--- src/rtl/irq_pkg.sv ---
package irq_pkg;
  typedef enum logic [1:0] {
    PS_IDLE  = 2'd0,
    PS_PULSE = 2'd1,
    PS_GAP   = 2'd2
  } pulse_st_e;
endpackage

--- src/rtl/irq_rst_sync.sv ---
module irq_rst_sync (
  input  logic clk,
  input  logic rst_n_i,
  output logic rst_n_o
);
  logic meta_q;
  logic sync_q;

  always_ff @(posedge clk or negedge rst_n_i) begin
    if (!rst_n_i) begin
      meta_q <= 1'b0;
      sync_q <= 1'b0;
    end else begin
      meta_q <= 1'b1;
      sync_q <= meta_q;
    end
  end

  assign rst_n_o = sync_q;
endmodule

--- src/rtl/irq_pend_bank.sv ---
module irq_pend_bank #(
  parameter int N_SRC = 32
) (
  input  logic             clk,
  input  logic             rst_n,
  input  logic [N_SRC-1:0] evt_i,
  input  logic [N_SRC-1:0] clr_i,
  input  logic [N_SRC-1:0] en_i,
  output logic [N_SRC-1:0] pend_o,
  output logic             any_o,
  output logic             new_o
);
  logic [N_SRC-1:0] pend_q, pend_d;
  logic [N_SRC-1:0] prev_q, prev_d;
  logic [N_SRC-1:0] rise;

  for (genvar i = 0; i < N_SRC; i++) begin : g_src
    always_comb begin
      pend_d[i] = evt_i[i] | (pend_q[i] & ~clr_i[i]);
      prev_d[i] = pend_q[i] & en_i[i];
      rise[i]   = pend_q[i] & en_i[i] & ~prev_q[i];
    end
  end

  always_ff @(posedge clk or negedge rst_n) begin
    if (!rst_n) begin
      pend_q <= '0;
      prev_q <= '0;
    end else begin
      pend_q <= pend_d;
      prev_q <= prev_d;
    end
  end

  assign pend_o = pend_q;
  assign any_o  = |(pend_q & en_i);
  assign new_o  = |rise;


  sticky_chk: assert property (@(posedge clk) disable iff (!rst_n)
    1'b1 |=> ((pend_q & $past(pend_q & ~clr_i)) == $past(pend_q & ~clr_i)));


  evt_lands_chk: assert property (@(posedge clk) disable iff (!rst_n)
    (|evt_i) |=> ((pend_q & $past(evt_i)) == $past(evt_i)));
endmodule

--- src/rtl/irq_pulse_fsm.sv ---
module irq_pulse_fsm
  import irq_pkg::*;
#(
  parameter int PULSE_CYC = 8
) (
  input  logic clk,
  input  logic rst_n,
  input  logic run_i,
  input  logic new_i,
  output logic act_o
);
  localparam int CNT_W = (PULSE_CYC > 2) ? $clog2(PULSE_CYC) : 1;
  localparam logic [CNT_W-1:0] CNT_LAST = CNT_W'(PULSE_CYC - 1);

  pulse_st_e        st_q, st_d;
  logic [CNT_W-1:0] cnt_q, cnt_d;
  logic             req_q, req_d;

  always_comb begin
    st_d  = st_q;
    cnt_d = cnt_q;
    req_d = req_q;
    if (!run_i) begin
      st_d  = PS_IDLE;
      cnt_d = '0;
      req_d = 1'b0;
    end else begin
      unique case (st_q)
        PS_IDLE: begin
          if (new_i) begin
            st_d  = PS_PULSE;
            cnt_d = CNT_LAST;
          end
        end
        PS_PULSE: begin
          if (new_i) req_d = 1'b1;
          if (cnt_q == '0) st_d = PS_GAP;
          else             cnt_d = cnt_q - 1'b1;
        end
        PS_GAP: begin
          req_d = 1'b0;
          if (req_q || new_i) begin
            st_d  = PS_PULSE;
            cnt_d = CNT_LAST;
          end else begin
            st_d = PS_IDLE;
          end
        end
        default: st_d = PS_IDLE;
      endcase
    end
  end

  always_ff @(posedge clk or negedge rst_n) begin
    if (!rst_n) begin
      st_q  <= PS_IDLE;
      cnt_q <= '0;
      req_q <= 1'b0;
    end else begin
      st_q  <= st_d;
      cnt_q <= cnt_d;
      req_q <= req_d;
    end
  end

  assign act_o = (st_q == PS_PULSE);


  pulse_end_gap_chk: assert property (@(posedge clk) disable iff (!rst_n)
    (run_i && st_q == PS_PULSE && cnt_q == '0) |=> (st_q == PS_GAP));


  gap_after_pulse_chk: assert property (@(posedge clk) disable iff (!rst_n)
    (st_q == PS_GAP) |-> $past(st_q == PS_PULSE));


  latch_during_pulse_chk: assert property (@(posedge clk) disable iff (!rst_n)
    (run_i && st_q == PS_PULSE && new_i) |=> (req_q || !run_i || st_q == PS_PULSE));
endmodule

--- src/rtl/irq_pin_gen.sv ---
module irq_pin_gen #(
  parameter int N_SRC     = 32,
  parameter int PULSE_CYC = 8,
  parameter int RST_SRC   = 31
) (
  input  logic             clk,
  input  logic             rst_n,
  input  logic [N_SRC-1:0] evt_i,
  input  logic             bus_rst_i,
  input  logic [N_SRC-1:0] clr_i,
  input  logic             cfg_we_i,
  input  logic [N_SRC-1:0] cfg_en_i,
  input  logic             cfg_pulse_i,
  input  logic             cfg_pol_i,
  output logic [N_SRC-1:0] en_o,
  output logic             pulse_o,
  output logic             pol_o,
  output logic [N_SRC-1:0] pend_o,
  output logic             irq_pin_o
);
  localparam logic [N_SRC-1:0] RST_MASK = N_SRC'(1) << RST_SRC;

  logic             rst_sn;
  logic [N_SRC-1:0] en_q, en_d;
  logic             pulse_q, pulse_d;
  logic             pol_q, pol_d;
  logic             lvl_q, lvl_d;
  logic [N_SRC-1:0] evt_all;
  logic             any_en, new_en, pulse_act, irq_act;

  irq_rst_sync u_rst (
    .clk     (clk),
    .rst_n_i (rst_n),
    .rst_n_o (rst_sn)
  );

  assign evt_all = evt_i | (bus_rst_i ? RST_MASK : '0);

  irq_pend_bank #(.N_SRC(N_SRC)) u_pend (
    .clk    (clk),
    .rst_n  (rst_sn),
    .evt_i  (evt_all),
    .clr_i  (clr_i),
    .en_i   (en_q),
    .pend_o (pend_o),
    .any_o  (any_en),
    .new_o  (new_en)
  );

  irq_pulse_fsm #(.PULSE_CYC(PULSE_CYC)) u_pulse (
    .clk   (clk),
    .rst_n (rst_sn),
    .run_i (pulse_q),
    .new_i (new_en),
    .act_o (pulse_act)
  );

  always_comb begin
    en_d    = en_q;
    pulse_d = pulse_q;
    pol_d   = pol_q;
    if (cfg_we_i) begin
      en_d    = cfg_en_i;
      pulse_d = cfg_pulse_i;
      pol_d   = cfg_pol_i;
    end
    lvl_d = any_en;
  end

  always_ff @(posedge clk or negedge rst_sn) begin
    if (!rst_sn) begin
      en_q    <= '0;
      pulse_q <= 1'b0;
      pol_q   <= 1'b0;
      lvl_q   <= 1'b0;
    end else begin
      en_q    <= en_d;
      pulse_q <= pulse_d;
      pol_q   <= pol_d;
      lvl_q   <= lvl_d;
    end
  end

  assign irq_act   = pulse_q ? pulse_act : lvl_q;
  assign irq_pin_o = pol_q ? irq_act : ~irq_act;
  assign en_o      = en_q;
  assign pulse_o   = pulse_q;
  assign pol_o     = pol_q;


  bus_rst_keeps_cfg_chk: assert property (@(posedge clk) disable iff (!rst_sn)
    (bus_rst_i && !cfg_we_i) |=> ($stable(en_q) && $stable(pulse_q) && $stable(pol_q)));


  off_src_silent_chk: assert property (@(posedge clk) disable iff (!rst_sn)
    (en_q == '0 && $past(en_q) == '0 && !pulse_q && !$past(pulse_q)) |-> !irq_act);
endmodule

--- config.mk ---
export PLATFORM = sky130hd
export DESIGN_NAME = irq_pin_gen
export DESIGN_NICKNAME = d
export VERILOG_FILES = /design/src/rtl/irq_pkg.sv /design/src/rtl/irq_rst_sync.sv /design/src/rtl/irq_pend_bank.sv /design/src/rtl/irq_pulse_fsm.sv /design/src/rtl/irq_pin_gen.sv
export SDC_FILE = /design/constraint.sdc
export NUM_CORES = 1
export LEC_CHECK = 0
export CAP_MARGIN = 20
export CORE_UTILIZATION = 40
export DETAILED_ROUTE_END_ITERATION = 6
export DONT_BUFFER_PORTS = 1
export GPL_TIMING_DRIVEN = 0
export HOLD_SLACK_MARGIN = 0.1
export MAX_ROUTING_LAYER = met4
export PLACE_DENSITY_LB_ADDON = 0.12
export SETUP_SLACK_MARGIN = 0.15
export SLEW_MARGIN = 15
export SYNTH_ARGS = -nofsm -noshare
export SYNTH_HDL_FRONTEND = slang
export SYNTH_SLANG_ARGS = --single-unit
--- constraint.sdc ---
create_clock -name clk -period 3.8 [get_ports clk]
set_input_delay 0.76 -clock clk [delete_from_list [all_inputs] [get_ports clk]]
set_output_delay 0.76 -clock clk [all_outputs]
set_load 0.01 [all_outputs]
==> results.py <==
metrics = {
    "outcome": {
        "status": "completed",
    },
    "layout": {
        "synthToLayoutAreaGrowth_pct": 9.98,
        "final_cell_mix": "dfrtp_1 (106), inv_1 (58), mux2_2 (33)",
        "multi_input_area_sq_um": 1170,
        "nNetsFinal": 456,
        "layout_commonest_cell": "dfrtp_1",
        "layout-drive-gt1-share_pct": 17.4,
        "final_util_pct": 45.8,
        "fillers": 918,
        "register_area_sq_um": 2680,
        "diodes": 0,
        "stdcell_count": 489,
    },
    "grt": {
        "antenna_found_initial": 0,
        "grt_max_degree": 46,
        "grt.total_usage_pct": 16.6,
        "grt_pass1_wl_um": 12500,
        "gr-total-overflow": 0,
        "grt_pass1_vias": 2468,
    },
    "power": {
        "p_seq_share_pct": 59.8,
        "combPwrFrac_pct": 10.6,
        "power_density_nw_per_um2": 498,
        "p_sw_share_pct": 26.9,
        "total_power_mw": 2.25,
        "p_leak_nw": 2.25,
        "switchingPower_mw": 0.605,
        "vdd_drop_max_mv": 0.184,
        "internal_power_mw": 1.65,
        "clkPwrFrac_pct": 29.6,
    },
    "clock_network": {
        "cts_buffer_depth": 2,
        "root_buffer": "clkbuf_8",
        "cts.sinks": 107,
        "worstSkewPairLatency_ns": 0.35,
        "cts_tree": "yes",
        "cts_max_level": 3,
        "path_clk_slew_ns": 0.10,
        "postCtsSetupRepairBufs": 0,
        "cts_made_buffers": 9,
    },
    "timing": {
        "hold_viol": 0,
        "fin_skew_ns": 0.0101,
        "fmaxAchievable_mhz": 421,
        "setup_viol": 0,
        "period_share_pct": 62.5,
        "period_minus_slack_ns": 2.38,
        "fin_setup_tns_ns": 0,
        "slew_viol_final": 0,
        "rsz0062_at_grt": "false",
    },
    "place": {
        "place_hpwl_um": 6230,
        "dp.cells": 473,
        "numPortBuffers": 0,
        "finalWeightedCongestion": 0.724,
    },
    "synthesis": {
        "ys_async_sr_fraction_pct": 100,
        "synth_top_family_by_area": "compound AO/OA/AOI/OAI gates",
        "synth_area_sq_um": 4110,
        "synth_simple_gate_area_share_pct": 8.28,
        "yosys_warnings": 0,
        "synth_edf_count": 0,
        "synth_area_per_cell_sq_um": 12.2,
        "synth_seq_cells": 107,
        "yosysSeqAreaShare_pct": 65.1,
        "synth_nets": 442,
        "synth_compound_area_share_pct": 10.1,
        "synthXorXnorAreaFrac_pct": 0.426,
        "ys_types": 38,
        "synthAdderAreaFrac_pct": 0.609,
        "syn_inst": 338,
        "muxShareOfSynthArea_pct": 9.04,
        "synth_top_flop_cell": "dfrtp_1",
    },
    "detailed_routing": {
        "via_per_inst": 5.05,
        "avgRoutedWirePerCell_um": 17.0,
        "drt-pass1-iter-count": 4,
        "drt_iter0_markers": 66,
        "dr_total_vias": 2469,
        "drt_wl_total_um": 8300,
        "drc": 0,
        "ant_nets": 0,
    },
    "floorplan": {
        "start_util_pct": 41.7,
        "die_w_um": 103,
        "num_rows": 36,
        "dieArea_sq_um": 10700,
        "die_h_um": 103,
        "coreArea_sq_um": 9860,
        "io_pins": 169,
    },
    "worst_setup_path": {
        "path_max_fanout": 5,
        "critPathArrivalTime_ns": 1.62,
        "path_class": "flip-flop to output port",
        "worstSetupStartpointType": "flip-flop",
        "end_kind": "output port",
        "critPathRequiredTime_ns": 3.04,
    },
    "flow_run": {
        "maxCapViolCount": 0,
    },
    "worst_hold_path": {
        "hold_class": "flip-flop to asynchronous set/reset pin",
    },
}
[layout make-up]
type / instances / area share, %
multi-input combinational: 163 / 26.0
inverter: 64 / 5.31
sequential: 107 / 59.3
buffer: 4 / 0.415
clock buffer: 10 / 2.82
clock inverter: 5 / 1.22
tap: 133 / 3.68
timing repair buffer: 3 / 1.27
[final timing paths]
| path | startpoint | to | slack (ns) | depth (start not counted) |
|---|---|---|---|---|
| min in group clk | u_rst.meta_q | u_rst.rst_n_o | 0.36 | 0 |
| setup reg to reg | u_pend.pend_o[10] | lvl_q | 2.07 | 4 |
| hold / removal | u_rst.rst_n_o | en_o[13] | 0.21 | 0 |
| setup / recovery | u_pulse.st_q[0] | irq_pin_o | 1.42 | 5 |
| hold reg to reg | u_rst.rst_n_o | en_o[13] | 0.21 | 0 |
| max in group asynchronous | u_rst.rst_n_o | u_pulse.st_q[0] | 2.79 | 2 |
[registers in the layout, summed over array words and instances, names as in the netlist]
register	cells
u_pend.pend_o	32
pol_o	1
u_pend.prev_q	32
u_pulse.cnt_q	3
pulse_o	1
lvl_q	1
en_o	32
u_rst.meta_q	1
u_pulse.st_q	2
u_rst.rst_n_o	1
u_pulse.req_q	1
[critical path: stages (launching register included)]
cell      delay, ns
dfrtp_1        0.39
inv_1          0.14
nor2_1         0.09
nand2_1        0.08
a21boi_0       0.29
xor2_1         0.27
[stage by stage]
| stage | hold slack, ns | setup WS [ns] | cell area, sq um |
|---|---|---|---|
| finish | 0.213 | 1.42 | 4520 |
| global route | 0.244 | 1.20 | 4520 |
| CTS | 0.226 | 1.40 | 4520 |
| detailed placement | 0.218 | 1.80 | 4330 |
| global placement | 0.337 | -0.630 | 4280 |
| floorplan | 0.331 | 0.599 | 4110 |
[kinds of logic (layout without fill, tap and decap cells)]
kind of cell,count (synthesis),after routing
XOR/XNOR,2,2
buffers and inverters,68,86
multiplexers,33,33
AND/OR/NAND/NOR,65,65
AO/OA/AOI/OAI,60,60
other,1,1
adder cells (fa/ha/maj),2,2
flip-flops,107,107
[metal layers]
layer | wire length, um | GRT usage (%)
met3 | 572 | 3.56
met5 | 0 | -
met1 | 3750 | 21.8
met2 | 3880 | 25.1
met4 | 99 | 6.83
[cell usage after synthesis, drive strengths merged (2+ instances only)]
cell type,number,area [sq um]
a21o,31,234
a21oi,3,15.0
a31oi,3,18.8
and2,6,42.5
buf,4,18.8
dfrtp,107,2680
ha,2,25.0
inv,63,236
mux2,33,372
nand2,28,105
nand3b,6,45.0
nand4,4,25.0
nor2,7,26.3
nor3,2,10.0
nor4,6,43.8
o2111ai,2,17.5
o21ai,5,25.0
o22ai,12,75.1
[what timing repair did]
item,CTS,global route
resized for setup,0,0
endpoints found under the setup margin,0,0
endpoints found under the hold margin,2,0
hold buffers,1,0
[power by group through the flow]
stage               logic (mW)  registers (mW)  clock network, mW
floorplan                0.172            1.36                  0
global placement         0.213            1.39                  0
detailed placement       0.243            1.37                  0
CTS                      0.246            1.35              0.693
global route             0.273            1.37              0.733
finish                   0.239            1.35              0.667
No activity file was read; power rests on OpenSTA's default activity.
